File: src/rtl/ea_gen_pkg.sv
package ea_gen_pkg;

    localparam int SEL_W    = 3;
    localparam int NARROW_W = 16;
    localparam int SHORT_W  = 8;

    typedef enum logic [1:0] {
        SC_X1 = 2'b00,
        SC_X2 = 2'b01,
        SC_X4 = 2'b10,
        SC_X8 = 2'b11
    } scale_e;

    typedef struct packed {
        logic             wide;
        logic             base_on;
        logic [SEL_W-1:0] base_sel;
        logic             idx_on;
        logic [SEL_W-1:0] idx_sel;
        scale_e           scale;
        logic             disp_long;
    } desc_t;

    // Shift applied to the index: scaling only exists in wide mode.
    function automatic logic [1:0] eff_shift(input logic wide, input scale_e s);
        return wide ? logic'(1'b1) ? s : 2'b00 : 2'b00;
    endfunction

    function automatic logic scale_forbidden(input logic wide, input scale_e s);
        return !wide && (s != SC_X1);
    endfunction

endpackage

File: src/rtl/ea_term_gate.sv
module ea_term_gate #(
    parameter int AW = 32
) (
    input  logic          en,
    input  logic [AW-1:0] value,
    output logic [AW-1:0] term
);
    always_comb begin
        term = en ? value : '0;
    end
endmodule

File: src/rtl/ea_disp_ext.sv
module ea_disp_ext
    import ea_gen_pkg::*;
#(
    parameter int AW = 32
) (
    input  logic          wide,
    input  logic          disp_long,
    input  logic [AW-1:0] disp,
    output logic [AW-1:0] disp_ext
);
    localparam int PAD_S = AW - SHORT_W;
    localparam int PAD_N = AW - NARROW_W;

    logic [AW-1:0] ext_short;
    logic [AW-1:0] ext_narrow;

    always_comb begin
        ext_short  = {{PAD_S{disp[SHORT_W-1]}},  disp[SHORT_W-1:0]};
        ext_narrow = {{PAD_N{disp[NARROW_W-1]}}, disp[NARROW_W-1:0]};
        if (!disp_long)
            disp_ext = ext_short;
        else if (wide)
            disp_ext = disp;
        else
            disp_ext = ext_narrow;
    end
endmodule

File: src/rtl/ea_scaler.sv
module ea_scaler
    import ea_gen_pkg::*;
#(
    parameter int AW = 32
) (
    input  logic          wide,
    input  scale_e        scale,
    input  logic [AW-1:0] index,
    output logic [AW-1:0] scaled
);
    logic [1:0] sh;

    always_comb begin
        sh     = eff_shift(wide, scale);
        scaled = index << sh;
    end
endmodule

File: src/rtl/ea_sum_reg.sv
module ea_sum_reg
    import ea_gen_pkg::*;
#(
    parameter int AW = 32
) (
    input  logic          clk,
    input  logic          rst,
    input  logic          take,
    input  logic          wide,
    input  logic          bad_scale,
    input  logic [AW-1:0] base_t,
    input  logic [AW-1:0] index_t,
    input  logic [AW-1:0] disp_t,
    output logic          res_valid,
    output logic [AW-1:0] res_addr,
    output logic          res_bad
);
    localparam int PAD_N = AW - NARROW_W;

    logic [AW-1:0] sum;
    logic [AW-1:0] sized;

    always_comb begin
        sum   = base_t + index_t + disp_t;
        sized = wide ? sum : {{PAD_N{1'b0}}, sum[NARROW_W-1:0]};
    end

    always_ff @(posedge clk) begin
        if (rst) begin
            res_valid <= 1'b0;
            res_addr  <= '0;
            res_bad   <= 1'b0;
        end else begin
            res_valid <= take;
            if (take) begin
                res_addr <= sized;
                res_bad  <= bad_scale;
            end
        end
    end
endmodule

File: src/rtl/ea_gen.sv
module ea_gen
    import ea_gen_pkg::*;
#(
    parameter int AW = 32
) (
    input  logic             clk,
    input  logic             rst,
    input  logic             req_valid,
    input  logic             mode_wide,
    input  logic             base_en,
    input  logic [SEL_W-1:0] base_sel,
    input  logic             idx_en,
    input  logic [SEL_W-1:0] idx_sel,
    input  logic [1:0]       scale,
    input  logic             disp_long,
    input  logic [AW-1:0]    disp,
    output logic [SEL_W-1:0] rd_sel_a,
    input  logic [AW-1:0]    rd_val_a,
    output logic [SEL_W-1:0] rd_sel_b,
    input  logic [AW-1:0]    rd_val_b,
    output logic             ea_valid,
    output logic [AW-1:0]    ea_out,
    output logic             ea_illegal
);
    localparam int NTERM = 2;

    desc_t         desc;
    logic          term_en  [NTERM];
    logic [AW-1:0] term_raw [NTERM];
    logic [AW-1:0] term_val [NTERM];
    logic [AW-1:0] idx_scaled;
    logic [AW-1:0] disp_x;
    logic          bad;

    always_comb begin
        desc.wide      = mode_wide;
        desc.base_on   = base_en;
        desc.base_sel  = base_sel;
        desc.idx_on    = idx_en;
        desc.idx_sel   = idx_sel;
        desc.scale     = scale_e'(scale);
        desc.disp_long = disp_long;
    end

    assign rd_sel_a    = desc.base_sel;
    assign rd_sel_b    = desc.idx_sel;
    assign term_en[0]  = desc.base_on;
    assign term_en[1]  = desc.idx_on;
    assign term_raw[0] = rd_val_a;
    assign term_raw[1] = rd_val_b;
    assign bad         = scale_forbidden(desc.wide, desc.scale);

    for (genvar g = 0; g < NTERM; g++) begin : g_term
        ea_term_gate #(.AW(AW)) u_gate (
            .en    (term_en[g]),
            .value (term_raw[g]),
            .term  (term_val[g])
        );
    end

    ea_scaler #(.AW(AW)) u_scale (
        .wide   (desc.wide),
        .scale  (desc.scale),
        .index  (term_val[1]),
        .scaled (idx_scaled)
    );

    ea_disp_ext #(.AW(AW)) u_disp (
        .wide      (desc.wide),
        .disp_long (desc.disp_long),
        .disp      (disp),
        .disp_ext  (disp_x)
    );

    ea_sum_reg #(.AW(AW)) u_sum (
        .clk       (clk),
        .rst       (rst),
        .take      (req_valid),
        .wide      (desc.wide),
        .bad_scale (bad),
        .base_t    (term_val[0]),
        .index_t   (idx_scaled),
        .disp_t    (disp_x),
        .res_valid (ea_valid),
        .res_addr  (ea_out),
        .res_bad   (ea_illegal)
    );
endmodule

File: config.mk
export PLATFORM = sky130hd
export DESIGN_NAME = ea_gen
export DESIGN_NICKNAME = d
export VERILOG_FILES = /design/src/rtl/ea_gen_pkg.sv /design/src/rtl/ea_term_gate.sv /design/src/rtl/ea_disp_ext.sv /design/src/rtl/ea_scaler.sv /design/src/rtl/ea_sum_reg.sv /design/src/rtl/ea_gen.sv
export SDC_FILE = /design/constraint.sdc
export NUM_CORES = 1
export LEC_CHECK = 0
export BUFFER_PORTS_ARGS = -buffer_cell sky130_fd_sc_hd__buf_4
export CAP_MARGIN = 10
export CELL_PAD_IN_SITES_DETAIL_PLACEMENT = 2
export CELL_PAD_IN_SITES_GLOBAL_PLACEMENT = 2
export CORE_MARGIN = 5
export CORE_UTILIZATION = 32
export DETAILED_ROUTE_END_ITERATION = 12
export PLACE_DENSITY = 0.88
export SETUP_SLACK_MARGIN = 0.4
export SYNTH_ARGS = -nofsm -noshare
export SYNTH_HDL_FRONTEND = slang
export SYNTH_SLANG_ARGS = --single-unit
export TNS_END_PERCENT = 100
File: constraint.sdc
create_clock -name clk -period 8.1 [get_ports clk]
set_input_delay 1.215 -clock clk [delete_from_list [all_inputs] [get_ports clk]]
set_output_delay 1.215 -clock clk [all_outputs]
set_load 0.03 [all_outputs]
==> reports/metrics.yaml <==
floorplan:
  initial_core_util_pct: 32.4
  die_area_mm2: 0.0178
  die_h_um: 134
  num_rows: 45
  dieWidth_um: 134
  core_mm2: 0.0151
  ios: 151
timing:
  setup-violations-final: 0
  clock_skew_ns: 0
  drv_slew: 0
  worst_slack_ns: 2.83
  slew_headroom_pct: 35.9
  finalHoldViolations: 0
  post-route-min-period_ns: 5.27
  fmax_mhz: 190
  fin_crit_sh_pct: 65.0
  fin_setup_tns_ns: 0
  rsz0062_at_grt: "false"
  worst-slew-pin-transition_ns: 0.958
synth:
  yosys_register_bits: 34
  avgSynthCellArea_um2: 8.09
  ys.flop_type: "dfxtp_1"
  ys_seq_area_share_pct: 13.9
  syn_inst: 604
  ys_types: 51
  synth_async_sr_flop_share_pct: 0
  ys.warnings.count: 0
  syn_nets: 777
  synth_edf_count: 0
  syn_area_mm2: 0.00489
setup_path:
  crit_type: "in2reg"
  start_kind: "input port"
  critPathRequiredTime_ns: 8.24
  reg2reg_from: "u_sum.res_addr[24]"
  cp-end-kind: "flip-flop"
  r2r_setup_slack_ns: 7.27
  r2r_cells: 2
  r2r-end: "u_sum.res_addr[24]"
  cp_data_arrival_time_ns: 5.41
  cp-startpoint: "mode_wide"
  path_max_fanout: 33
place:
  gp_congestion: 0.874
  place_inst: 893
  dpl_cell_area_mm2: 0.00601
  port_buffers: 138
  dp_hpwl_um: 16500
  place_ws_ns: 2.53
pwr:
  p_per_area_mw_per_mm2: 184
  p_sw_w: 0.000517
  vdd_ir_drop_max_mv: 0.0782
  switching_share_pct: 45.6
  intPower_w: 0.000618
  clkPwrFrac_pct: 19.3
  sequentialPowerShare_pct: 18.6
  leakage_nw: 2.92
  combPwrFrac_pct: 62.1
finish:
  fin_util_pct: 40.9
  layout.cells.non_filler: 901
  area_delta_synth_final_pct: 26.4
  final_cell_mix: "buf_4 (142), nand2_1 (86), inv_1 (55)"
  antennaDiodeCount: 0
  drive_gt1_share_pct: 26.1
  nNetsFinal: 885
  final_common_cell: "buf_4"
  stdcell_area_mm2: 0.00618
clocking:
  hold_buffers: 0
  clockBufferDepth: 2
  clk_latency_ns: 0.28
  cts_setup_buffers: 0
  clock_sinks: 34
  cts_htree_levels: 2
  cts_tree: "yes"
  numCtsBuffers: 5
  root_buffer: "clkbuf_16"
  cts_resized: 0
  clk_pin_slew_ns: 0.06
route:
  drtIter0Drc: 180
  dr.pass1.iters: 4
  ant_nets: 0
  drcViolationCount: 0
  num_vias: 4923
  vias_per_cell: 5.46
  post_drt_wl_per_cell_um: 21.3
  wirelength_um: 19200
global_route:
  first_global_vias: 5704
  grt_overflow: 0
  grt_use_total_pct: 21.5
  antenna_found_initial: 0
  grt_max_degree: 34
  grt_pass1_wl_um: 31100
worst_hold_path:
  holdCritPathClass: "reg2reg"
  hold-path-endpoint: "u_sum.res_addr[22]"
  hold_depth: 2
  hold_path_startpoint: "u_sum.res_addr[22]"
outcome:
  status: "finished, final reports clean"
run:
  cap_violations: 0
cell usage after synthesis (6+ instances only):
cell	n	area share (%)
nand2_1	86	6.6
inv_1	55	4.2
a21oi_1	50	5.1
nor2_1	40	3.1
dfxtp_1	34	14
fa_1	32	13
ha_1	30	7.7
mux4_2	29	13
clkbuf_1	28	2.2
o21ai_0	26	2.7
o21ai_1	26	2.7
and2_1	21	2.7
xor2_1	14	2.5
xnor2_1	13	2.3
and2_0	11	1.4
mux2i_1	11	2.3
nand4_1	10	1.3
a21o_1	7	1.1
nand3_1	7	0.72
a22o_1	6	1.1
buf_4	6	0.92
o21bai_1	6	0.92
worst max path at each step:
| stage | to | slack (ns) |
|---|---|---|
| after detailed placement | u_sum.res_addr[20] | 2.53 |
| after floorplan | u_sum.res_addr[27] | 3.25 |
| after CTS | u_sum.res_addr[20] | 2.78 |
| final | u_sum.res_addr[20] | 2.83 |
| after global routing | u_sum.res_addr[20] | 2.57 |
| after global placement | u_sum.res_addr[27] | 2.75 |
logic make-up after synthesis:
group / Yosys count / synth area share, %
and+or+nand+nor: 199 / 18.8
DFF: 34 / 13.9
muxes: 41 / 15.8
AOI/OAI and AO/OA: 143 / 17.3
buffers and inverters: 97 / 7.99
adders and majority gates: 62 / 20.8
xor gates and xnor gates: 28 / 5.30
power by group through the flow:
stage               combinational [W]  clock [W]  sequential (W)
finish                       0.000704   0.000220        0.000211
global route                 0.000769   0.000231        0.000214
CTS                          0.000707   0.000224        0.000212
detailed placement           0.000703          0        0.000215
global placement             0.000659          0        0.000213
floorplan                    0.000410          0        0.000263
final cells by class:
type | count | area [µm²]
clock inverters | 3 | 45.0
well taps | 188 | 235
repair buffers | 142 | 1070
inverters | 56 | 210
flip-flops and latches | 34 | 681
multi-input cells | 473 | 3820
fillers | 1716 | 8910
clock buffers | 5 | 125
per-stage QoR:
step                      hold WS [ns]  total power [W]
after floorplan                  0.573         0.000673
after global placement           0.439         0.000873
after detailed placement         0.446         0.000917
after CTS                        0.454          0.00114
after global routing             0.472          0.00121
final                            0.450          0.00113
worst max-delay path, stage by stage:
cell	delay [ns]
buf_4	0.19
nand2_2	0.73
mux4_2	0.61
and2_1	0.19
fa_1	0.45
ha_1	0.40
a21oi_1	0.28
o211ai_2	0.21
a221oi_2	0.45
o21ai_1	0.17
o21ai_1	0.19
xor2_1	0.22
o21ai_1	0.08
state kept, by name, summed over array words and instances (netlist names):
name             cells
u_sum.res_bad        1
u_sum.res_valid      1
u_sum.res_addr      32
layer usage:
metal	vias to the layer above	GRT usage, %	wire length, µm
met5	-	0	0
met4	0	5.94	401
met3	26	2.45	760
met2	127	38.1	9630
met1	2483	27.6	8420
li1	2287	-	-
(Power assumes the default switching activity.)
